<file path="config.mk">
export PLATFORM = sky130hd
export DESIGN_NAME = sar_search_ctrl
export DESIGN_NICKNAME = d
export VERILOG_FILES = /design/src/rtl/sar_pkg.sv /design/src/rtl/sar_seq_fsm.sv /design/src/rtl/sar_bit_ptr.sv /design/src/rtl/sar_trial_reg.sv /design/src/rtl/sar_search_ctrl.sv
export SDC_FILE = /design/constraint.sdc
export NUM_CORES = 1
export LEC_CHECK = 0
export ABC_AREA = 1
export BUFFER_PORTS_ARGS = -buffer_cell sky130_fd_sc_hd__buf_2
export CORE_ASPECT_RATIO = 1.4
export CORE_MARGIN = 1
export CORE_UTILIZATION = 43
export CTS_CLUSTER_SIZE = 8
export DETAILED_ROUTE_END_ITERATION = 12
export GPL_TIMING_DRIVEN = 0
export PLACE_DENSITY = 0.65
export SETUP_SLACK_MARGIN = 0.05
export SLEW_MARGIN = 25
export SYNTH_ARGS = -nofsm -noshare
export SYNTH_HDL_FRONTEND = slang
export SYNTH_SLANG_ARGS = --single-unit
</file>
<file path="constraint.sdc">
create_clock -name clk -period 1.1 [get_ports clk]
set_input_delay 0 -clock clk [delete_from_list [all_inputs] [get_ports clk]]
set_output_delay 0 -clock clk [all_outputs]
set_load 0.02 [all_outputs]
</file>
<file path="src/rtl/sar_pkg.sv">
package sar_pkg;
  typedef enum logic {
    SAR_IDLE = 1'b0,
    SAR_CONV = 1'b1
  } sar_state_e;
endpackage

</file>
<file path="src/rtl/sar_seq_fsm.sv">
module sar_seq_fsm
  import sar_pkg::*;
(
  input  logic clk,
  input  logic rst_n,
  input  logic start_i,
  input  logic last_i,
  output logic load_o,
  output logic step_o,
  output logic busy_o,
  output logic done_o
);
  sar_state_e state_q, state_d;
  logic       done_q;

  assign load_o = (state_q == SAR_IDLE) && start_i;
  assign step_o = (state_q == SAR_CONV);
  assign busy_o = (state_q == SAR_CONV);
  assign done_o = done_q;

  always_comb begin
    state_d = state_q;
    case (state_q)
      SAR_IDLE: if (start_i) state_d = SAR_CONV;
      SAR_CONV: if (last_i)  state_d = SAR_IDLE;
      default:               state_d = SAR_IDLE;
    endcase
  end

  always_ff @(posedge clk or negedge rst_n) begin
    if (!rst_n) begin
      state_q <= SAR_IDLE;
      done_q  <= 1'b0;
    end else begin
      state_q <= state_d;
      done_q  <= step_o && last_i;
    end
  end


  done_pulse_chk: assert property (@(posedge clk) disable iff (!rst_n)
    done_o |=> !done_o);


  busy_holds_chk: assert property (@(posedge clk) disable iff (!rst_n)
    (busy_o && !last_i) |=> busy_o);
endmodule

</file>
<file path="src/rtl/sar_bit_ptr.sv">
module sar_bit_ptr #(
  parameter int WIDTH = 8
) (
  input  logic             clk,
  input  logic             rst_n,
  input  logic             load_i,
  input  logic             step_i,
  output logic [WIDTH-1:0] ptr_o,
  output logic             last_o
);
  localparam logic [WIDTH-1:0] TOP_BIT = {1'b1, {(WIDTH-1){1'b0}}};

  logic [WIDTH-1:0] ptr_q;

  always_ff @(posedge clk or negedge rst_n) begin
    if (!rst_n)      ptr_q <= '0;
    else if (load_i) ptr_q <= TOP_BIT;
    else if (step_i) ptr_q <= ptr_q >> 1;
  end

  assign ptr_o  = ptr_q;
  assign last_o = ptr_q[0];


  ptr_onehot_chk: assert property (@(posedge clk) disable iff (!rst_n)
    $onehot0(ptr_q));


  ptr_live_chk: assert property (@(posedge clk) disable iff (!rst_n)
    step_i |-> (ptr_q != '0));
endmodule

</file>
<file path="src/rtl/sar_trial_reg.sv">
module sar_trial_reg #(
  parameter int WIDTH = 8
) (
  input  logic             clk,
  input  logic             rst_n,
  input  logic             load_i,
  input  logic             step_i,
  input  logic [WIDTH-1:0] ptr_i,
  input  logic             cmp_i,
  output logic [WIDTH-1:0] trial_o,
  output logic [WIDTH-1:0] result_o
);
  localparam logic [WIDTH-1:0] TOP_BIT = {1'b1, {(WIDTH-1){1'b0}}};

  logic [WIDTH-1:0] trial_q, result_q, stepped;

  // Per bit: decide the bit under trial, raise the bit just below it,
  // leave every other bit as it is.
  for (genvar i = 0; i < WIDTH; i++) begin : g_bit
    if (i == WIDTH-1) begin : g_top
      assign stepped[i] = ptr_i[i] ? cmp_i : trial_q[i];
    end else begin : g_low
      assign stepped[i] = ptr_i[i]   ? cmp_i :
                          ptr_i[i+1] ? 1'b1  : trial_q[i];
    end
  end

  always_ff @(posedge clk or negedge rst_n) begin
    if (!rst_n) begin
      trial_q  <= '0;
      result_q <= '0;
    end else if (load_i) begin
      trial_q  <= TOP_BIT;
    end else if (step_i) begin
      trial_q  <= stepped;
      if (ptr_i[0]) result_q <= stepped;
    end
  end

  assign trial_o  = trial_q;
  assign result_o = result_q;


  result_latch_chk: assert property (@(posedge clk) disable iff (!rst_n)
    (step_i && ptr_i[0]) |=> (result_o == trial_o));


  top_bit_kept_chk: assert property (@(posedge clk) disable iff (!rst_n)
    (step_i && !ptr_i[WIDTH-1]) |=> (trial_o[WIDTH-1] == $past(trial_o[WIDTH-1])));
endmodule

</file>
<file path="src/rtl/sar_search_ctrl.sv">
module sar_search_ctrl #(
  parameter int WIDTH = 8
) (
  input  logic             clk,
  input  logic             rst_n,
  input  logic             start_i,
  input  logic             cmp_hi_i,
  output logic [WIDTH-1:0] dac_code_o,
  output logic             hold_o,
  output logic             busy_o,
  output logic [WIDTH-1:0] result_o,
  output logic             done_o
);
  localparam logic [WIDTH-1:0] TOP_BIT = {1'b1, {(WIDTH-1){1'b0}}};

  logic             load, step, last;
  logic [WIDTH-1:0] ptr;

  sar_seq_fsm u_fsm (
    .clk     (clk),
    .rst_n   (rst_n),
    .start_i (start_i),
    .last_i  (last),
    .load_o  (load),
    .step_o  (step),
    .busy_o  (busy_o),
    .done_o  (done_o)
  );

  sar_bit_ptr #(.WIDTH(WIDTH)) u_ptr (
    .clk    (clk),
    .rst_n  (rst_n),
    .load_i (load),
    .step_i (step),
    .ptr_o  (ptr),
    .last_o (last)
  );

  sar_trial_reg #(.WIDTH(WIDTH)) u_trial (
    .clk      (clk),
    .rst_n    (rst_n),
    .load_i   (load),
    .step_i   (step),
    .ptr_i    (ptr),
    .cmp_i    (cmp_hi_i),
    .trial_o  (dac_code_o),
    .result_o (result_o)
  );

  assign hold_o = busy_o;


  first_trial_chk: assert property (@(posedge clk) disable iff (!rst_n)
    $rose(busy_o) |-> (dac_code_o == TOP_BIT));


  hold_release_chk: assert property (@(posedge clk) disable iff (!rst_n)
    done_o |-> (!hold_o && $past(hold_o)));


  idle_dac_chk: assert property (@(posedge clk) disable iff (!rst_n)
    !busy_o |-> (dac_code_o == result_o));


  result_steady_chk: assert property (@(posedge clk) disable iff (!rst_n)
    !done_o |-> $stable(result_o));
endmodule

</file>
==> results of run 1 <==
layout make-up:
type	instances	share of cell area [%]
sequential	26	48.15
clock buffer	3	1.664
tap	34	3.142
multi-input combinational	82	28.00
buffer	2	1.664
inverter	16	5.176
timing repair buffer	27	12.20
logic make-up after synthesis:
family | after synthesis | share of synthesized area, %
and+or+nand+nor | 75 | 28.86
DFF | 26 | 59.09
buffers and inverters | 18 | 8.069
AOI/OAI and AO/OA | 7 | 3.977
cells in the final DEF, fill, tap and decap left out, drive strengths merged:
cell type and n:
nand2 50, dfrtp 26, buf 26, inv 16, nand3 15, nor2 10
o22ai 7, clkbuf 3, dlygate4sd3 3
what timing repair did:
item	4_1_cts	5_1_grt
endpoints found under the hold margin	30	0
setup endpoints to repair	10	14
gates resized for setup	4	8
buffers inserted	2	0
hold buffers	3	0
pin swaps	1	4
synthesized netlist by cell type:
cell,n
buf_4,1
buf_6,1
dfrtp_1,26
inv_1,14
inv_6,2
nand2_1,48
nand2_2,1
nand2_4,1
nand3_1,15
nor2_1,9
nor2_4,1
o22ai_1,7
state kept, by name, indices dropped and copies added, names as in the netlist:
register,flops
u_ptr.ptr_o,8
u_trial.trial_o,8
u_fsm.busy_o,1
u_trial.result_o,8
u_fsm.done_o,1
path summary, 6_finish.rpt:
path                                                   end                             from  slack [ns]
max reg2reg                 u_trial.trial_o[0]$_DFFE_PN0P_           u_fsm.busy_o$_DFF_PN0_        0.07
max in group asynchronous           u_fsm.busy_o$_DFF_PN0_                            rst_n        0.50
min reg2reg                u_trial.result_o[5]$_DFFE_PN0P_  u_trial.result_o[5]$_DFFE_PN0P_        0.49
max                                                 hold_o           u_fsm.busy_o$_DFF_PN0_        0.04
min in group clk           u_trial.result_o[0]$_DFFE_PN0P_                         cmp_hi_i        0.47
min                         u_trial.trial_o[6]$_DFFE_PN0P_                            rst_n        0.19
power by group through the flow:
stage / clock network, mW / logic (mW) / registers [mW]
after floorplan: 0 / 0.920 / 2.03
after global placement: 0 / 1.83 / 1.63
after detailed placement: 0 / 1.86 / 1.66
after CTS: 0.407 / 1.94 / 1.64
after global routing: 0.435 / 2.23 / 1.71
final: 0.393 / 1.96 / 1.65
stage by stage:
step | utilization, % | setup WS, ns | setup TNS (ns)
after global placement | 51.86 | -0.05859 | -0.3007
final | 56.00 | 0.03686 | 0
after CTS | 55.12 | 0.03021 | 0
after global routing | 56.00 | 0.002235 | 0
after floorplan | - | 0.06109 | 0
after detailed placement | 51.86 | -0.06445 | -0.3015
per-layer routing:
metal | track usage [%] | share of wire (%) | vias to the layer above | wire, µm
met5 | 0 | 0 | - | 0
met1 | 23.75 | 43 | 438 | 938
met4 | 10.39 | 0.87 | 0 | 19
li1 | - | - | 455 | -
met2 | 31.30 | 51 | 30 | 1119
met3 | 1.734 | 4.6 | 2 | 100
==> flow_summary_export.csv, run 1 <==
group,metric,value,unit
setup_path,cp.required,1.10,ns
setup_path,cp.arrival,1.06,ns
setup_path,endpoint_kind,"output port",
finish,stdcell_count,190,
status,status,"complete, no violations",
clock_tree,clk_latency,0.31,ns
sta,rsz0062_at_grt,"true",
setup_path,crit_top_cell,"buf_6",
sta,setup_viol,0,
synthesis,syn_area_per_cell,8.739,µm²
detailed_routing,wl,2177,µm
sta,fmax,0.9406,GHz
synthesis,synth_top_area_share,59.09,%
sta,period_share,96.65,%
place,place_inst,182,
floorplanning,die_h,61.87,µm
finish,ff_latch_area,651.9,µm²
clock_tree,numCtsBuffers,3,
finish,nFillCells,236,
synthesis,yosysWarningCount,0,
clock_tree,cts_tree,"done",
sta,slew-limit-headroom,62.19,%
setup_path,crit_type,"reg -> out",
place,hpwl,1484,µm
detailed_routing,first_iter_violations,39,
grt,antenna_found_initial,0,
place,post_dp_cell_area,1254,µm²
synthesis,synth_area,1101,µm²
synthesis,yosysTopAreaCell,"dfrtp_1",
sta,slew_violations,0,
floorplanning,start_util,45.55,%
grt,grt_pass1_wl,3705,µm
finish,multi_input_area,379.1,µm²
power,p_seq_share,41.1,%
finish,nNetsFinal,162,
setup_path,slowest_stage,"dfrtp_2",
detailed_routing,ant_nets,0,
floorplanning,ios,23,
finish,drive_above_1_share,26.92,%
power,p_per_area,2958,nW/µm²
power,p_leak,0.7202,nW
clock_tree,path_clk_slew,0.14,ns
synthesis,synthCells,126,
synthesis,synth_seq_cells,26,
finish,fin_area,1354,µm²
setup_path,path_cells,"buf_6 > buf_6",
setup_path,critPathBufInv,2,
clock_tree,cts_root_buffer,"clkbuf_4",
clock_tree,cts.sinks,26,
power,power_frac_comb,49.1,%
flow_run,maxCapViolCount,0,
grt,grt_max_degree,27,
power,pwr-share-clk,9.8,%
finish,num_antenna_cells,0,
synthesis,synth.distinct_cells,12,
power,power_switching,1.795,mW
sta,tightest_slew,0.5672,ns
setup_path,critPathTopFamily,"flip-flops",
synthesis,synth_nets,130,
sta,whs,0.1948,ns
detailed_routing,vias,925,
finish,area_delta_synth_final,22.95,%
power,power,4.004,mW
detailed_routing,drc_errors,0,
sta,skew,0.007914,ns
detailed_routing,post_drt_wl_per_cell,11.46,µm
floorplanning,die_w,44.77,µm
floorplanning,rows,21,
place,port_buffers,22,
grt,track_usage,18.70,%
setup_path,crit_path_start_kind,"flop",
sta,finalHoldViolCount,0,
min_path,min_path_type,"in -> async",
power,ir_drop,1576,µV
sta,min_period,1.063,ns
synthesis,yosysSeqAreaShare,59.09,%
setup_path,cp_num_cells,2,
clock_tree,clockBufferDepth,2,
setup_path,critPathMaxStageDelay,0.49,ns
floorplanning,coreArea,2417,µm²
detailed_routing,via_per_inst,4.868,
grt,gr-total-overflow,0,
power,p_int,2.210,mW
grt,grt_pass1_vias,857,
detailed_routing,dr.pass1.iters,5,
setup_path,reg2reg_depth,4,
setup_path,worst-path-max-fanout,5,
power,sw_frac_of_total,44.82,%
synthesis,synthTopCellsByArea,"dfrtp_1, nand2_1, nand3_1, inv_1, o22ai_1",
floorplanning,dieArea,2770,µm²
clock_tree,htree_num_levels,1,
place,gp_congestion,0.7959,
No activity file was read; power rests on OpenSTA's default activity.
==> inputs of run 2 (changes only) <==
--- a/config.mk
+++ b/config.mk
@@ -6,14 +6,13 @@
 export NUM_CORES = 1
 export LEC_CHECK = 0
 export ABC_AREA = 1
-export BUFFER_PORTS_ARGS = -buffer_cell sky130_fd_sc_hd__buf_2
 export CORE_ASPECT_RATIO = 1.4
 export CORE_MARGIN = 1
 export CORE_UTILIZATION = 43
 export CTS_CLUSTER_SIZE = 8
 export DETAILED_ROUTE_END_ITERATION = 12
+export DONT_BUFFER_PORTS = 1
 export GPL_TIMING_DRIVEN = 0
-export PLACE_DENSITY = 0.65
 export SETUP_SLACK_MARGIN = 0.05
 export SLEW_MARGIN = 25
 export SYNTH_ARGS = -nofsm -noshare
==> run 2 against run 1 <==
  * Clock power increased by 17%
  * Non-clock buffer count decreased by 17
  * Clock skew decreased by 0.00091 ns
  * Cell area decreased by 4.3%
  * Sequential power increased by 27%
  * Register-to-register slack about the same
  * Power decreased by 5.2%
  * Clock-buffer cell count increased by 1
  * Setup slack improved by 0.019 ns
  * Wire length decreased by 0.87%
  * Global-route usage decreased by 0.46 points
  * Largest cell class unchanged
  * Largest power group is now registers
==> flow_summary_export.csv, run 2 (synthesis results as in run 1) <==
group,metric,value,unit
status,status,"complete, no violations",
floorplanning,die_h,61.87,µm
sta,whs,0.03872,ns
setup_path,crit_path_start_kind,"flop",
sta,tightest_slew,0.3107,ns
detailed_routing,wl,2158,µm
power,power,3.797,mW
floorplanning,ios,23,
sta,rsz0062_at_grt,"true",
grt,antenna_found_initial,0,
sta,slew_violations,0,
finish,num_antenna_cells,0,
clock_tree,numCtsBuffers,3,
sta,min_period,1.044,ns
grt,gr-total-overflow,0,
detailed_routing,first_iter_violations,35,
detailed_routing,post_drt_wl_per_cell,12.40,µm
clock_tree,cts_tree,"done",
setup_path,cp.arrival,1.26,ns
setup_path,endpoint_kind,"flop",
finish,nNetsFinal,145,
finish,drive_above_1_share,17.14,%
floorplanning,start_util,45.55,%
setup_path,slowest_stage,"dfrtp_2",
finish,area_delta_synth_final,17.61,%
place,port_buffers,0,
place,gp_congestion,0.7448,
setup_path,critPathTopFamily,"flip-flops",
finish,nFillCells,244,
setup_path,crit_type,"reg -> reg",
setup_path,path_cells,"nor2_4 > buf_4 > nand2_1 > nand2_1 > inv_1",
detailed_routing,ant_nets,0,
finish,multi_input_area,376.6,µm²
sta,finalHoldViolCount,0,
grt,grt_pass1_vias,791,
power,p_leak,0.6638,nW
finish,final_cell_mix,"nand2_1, dfrtp_1, nand3_1",
floorplanning,die_w,44.77,µm
min_path,min_path_type,"in -> reg",
sta,skew,0.007001,ns
setup_path,crit_top_cell,"nand2_1",
setup_path,critPathMaxStageDelay,0.52,ns
clock_tree,path_clk_slew,0.13,ns
sta,fmax,0.9579,GHz
clock_tree,cts_root_buffer,"clkbuf_4",
floorplanning,dieArea,2770,µm²
grt,grt_max_degree,27,
detailed_routing,dr.pass1.iters,4,
detailed_routing,vias,839,
clock_tree,clk_latency,0.31,ns
finish,final_common_cell,"nand2_1",
power,ir_drop,1242,µV
grt,track_usage,18.24,%
flow_run,maxCapViolCount,0,
setup_path,cp.required,1.32,ns
power,p_per_area,2932,nW/µm²
clock_tree,clockBufferDepth,2,
clock_tree,htree_num_levels,1,
grt,grt_pass1_wl,3629,µm
detailed_routing,drc_errors,0,
sta,setup_viol,0,
setup_path,critPathBufInv,2,
finish,ff_latch_area,651.9,µm²
sta,period_share,94.91,%
floorplanning,coreArea,2417,µm²
sta,slew-limit-headroom,79.28,%
clock_tree,cts.sinks,26,
place,hpwl,1406,µm
setup_path,worst-path-max-fanout,5,
detailed_routing,via_per_inst,4.822,
floorplanning,rows,21,
[run 2: repair_timing]
item,CTS,global route
pin swaps,1,4
hold buffers,4,0
endpoints found under the setup margin,25,19
resized for setup,1,7
buffers inserted,2,4
endpoints found under the hold margin,45,0
[run 2: worst paths after layout]
path / cells after the start / end / slack, ns / start
setup / recovery: 5 / u_trial.trial_o[7]$_DFFE_PN0P_ / 0.06 / u_fsm.busy_o$_DFF_PN0_
hold / removal: 4 / u_trial.trial_o[1]$_DFFE_PN0P_ / 0.04 / cmp_hi_i
setup reg to reg: 5 / u_trial.trial_o[7]$_DFFE_PN0P_ / 0.06 / u_fsm.busy_o$_DFF_PN0_
hold reg to reg: 3 / u_trial.trial_o[1]$_DFFE_PN0P_ / 0.59 / u_ptr.ptr_o[1]$_DFFE_PN0P_
max in group asynchronous: 2 / u_fsm.busy_o$_DFF_PN0_ / 0.82 / rst_n
min in group asynchronous: 2 / u_trial.trial_o[0]$_DFFE_PN0P_ / 0.11 / rst_n
[run 2: worst min-delay path, cell delays in order]
cell	delay (ns)
inv_1	0.09
nand2_1	0.11
nand3_1	0.08
nand2_1	0.05
[run 2: final cells by class]
cell class | count | area share, %
clock buffer | 4 | 2.802
buffer | 2 | 1.449
tap | 34 | 3.285
sequential | 26 | 50.34
timing repair buffer | 10 | 7.633
inverter | 16 | 5.411
multi-input combinational | 82 | 29.08
[run 2: stage by stage]
stage                     cell area [µm²]  setup slack [ns]  TNS (ns)  util (%)  std cells
final                                1295           0.05603         0     53.57        174
after global placement               1144           -0.1680    -1.248     47.31        160
after detailed placement             1144           -0.1729    -1.241     47.31        160
after global routing                 1295           0.01201         0     53.57        174
after CTS                            1246           0.04997         0     51.55        170
after floorplan                      1101           0.06109         0         -        126
[run 2: report_power, final]
part | switching, mW | total, mW | internal (mW)
Clock | 0.259 | 0.461 | 0.202
Combinational | 0.727 | 1.24 | 0.512
Sequential | 0.737 | 2.10 | 1.36
Total | 1.72 | 3.80 | 2.07
[run 2: metal layers]
metal  wire length (µm)  vias up  GRT usage (%)
met5                  0        -              0
met4                 28        0          6.494
met3                 63        4          3.468
met2               1127       19          30.04
met1                939      395          23.99
li1                   -      421              -
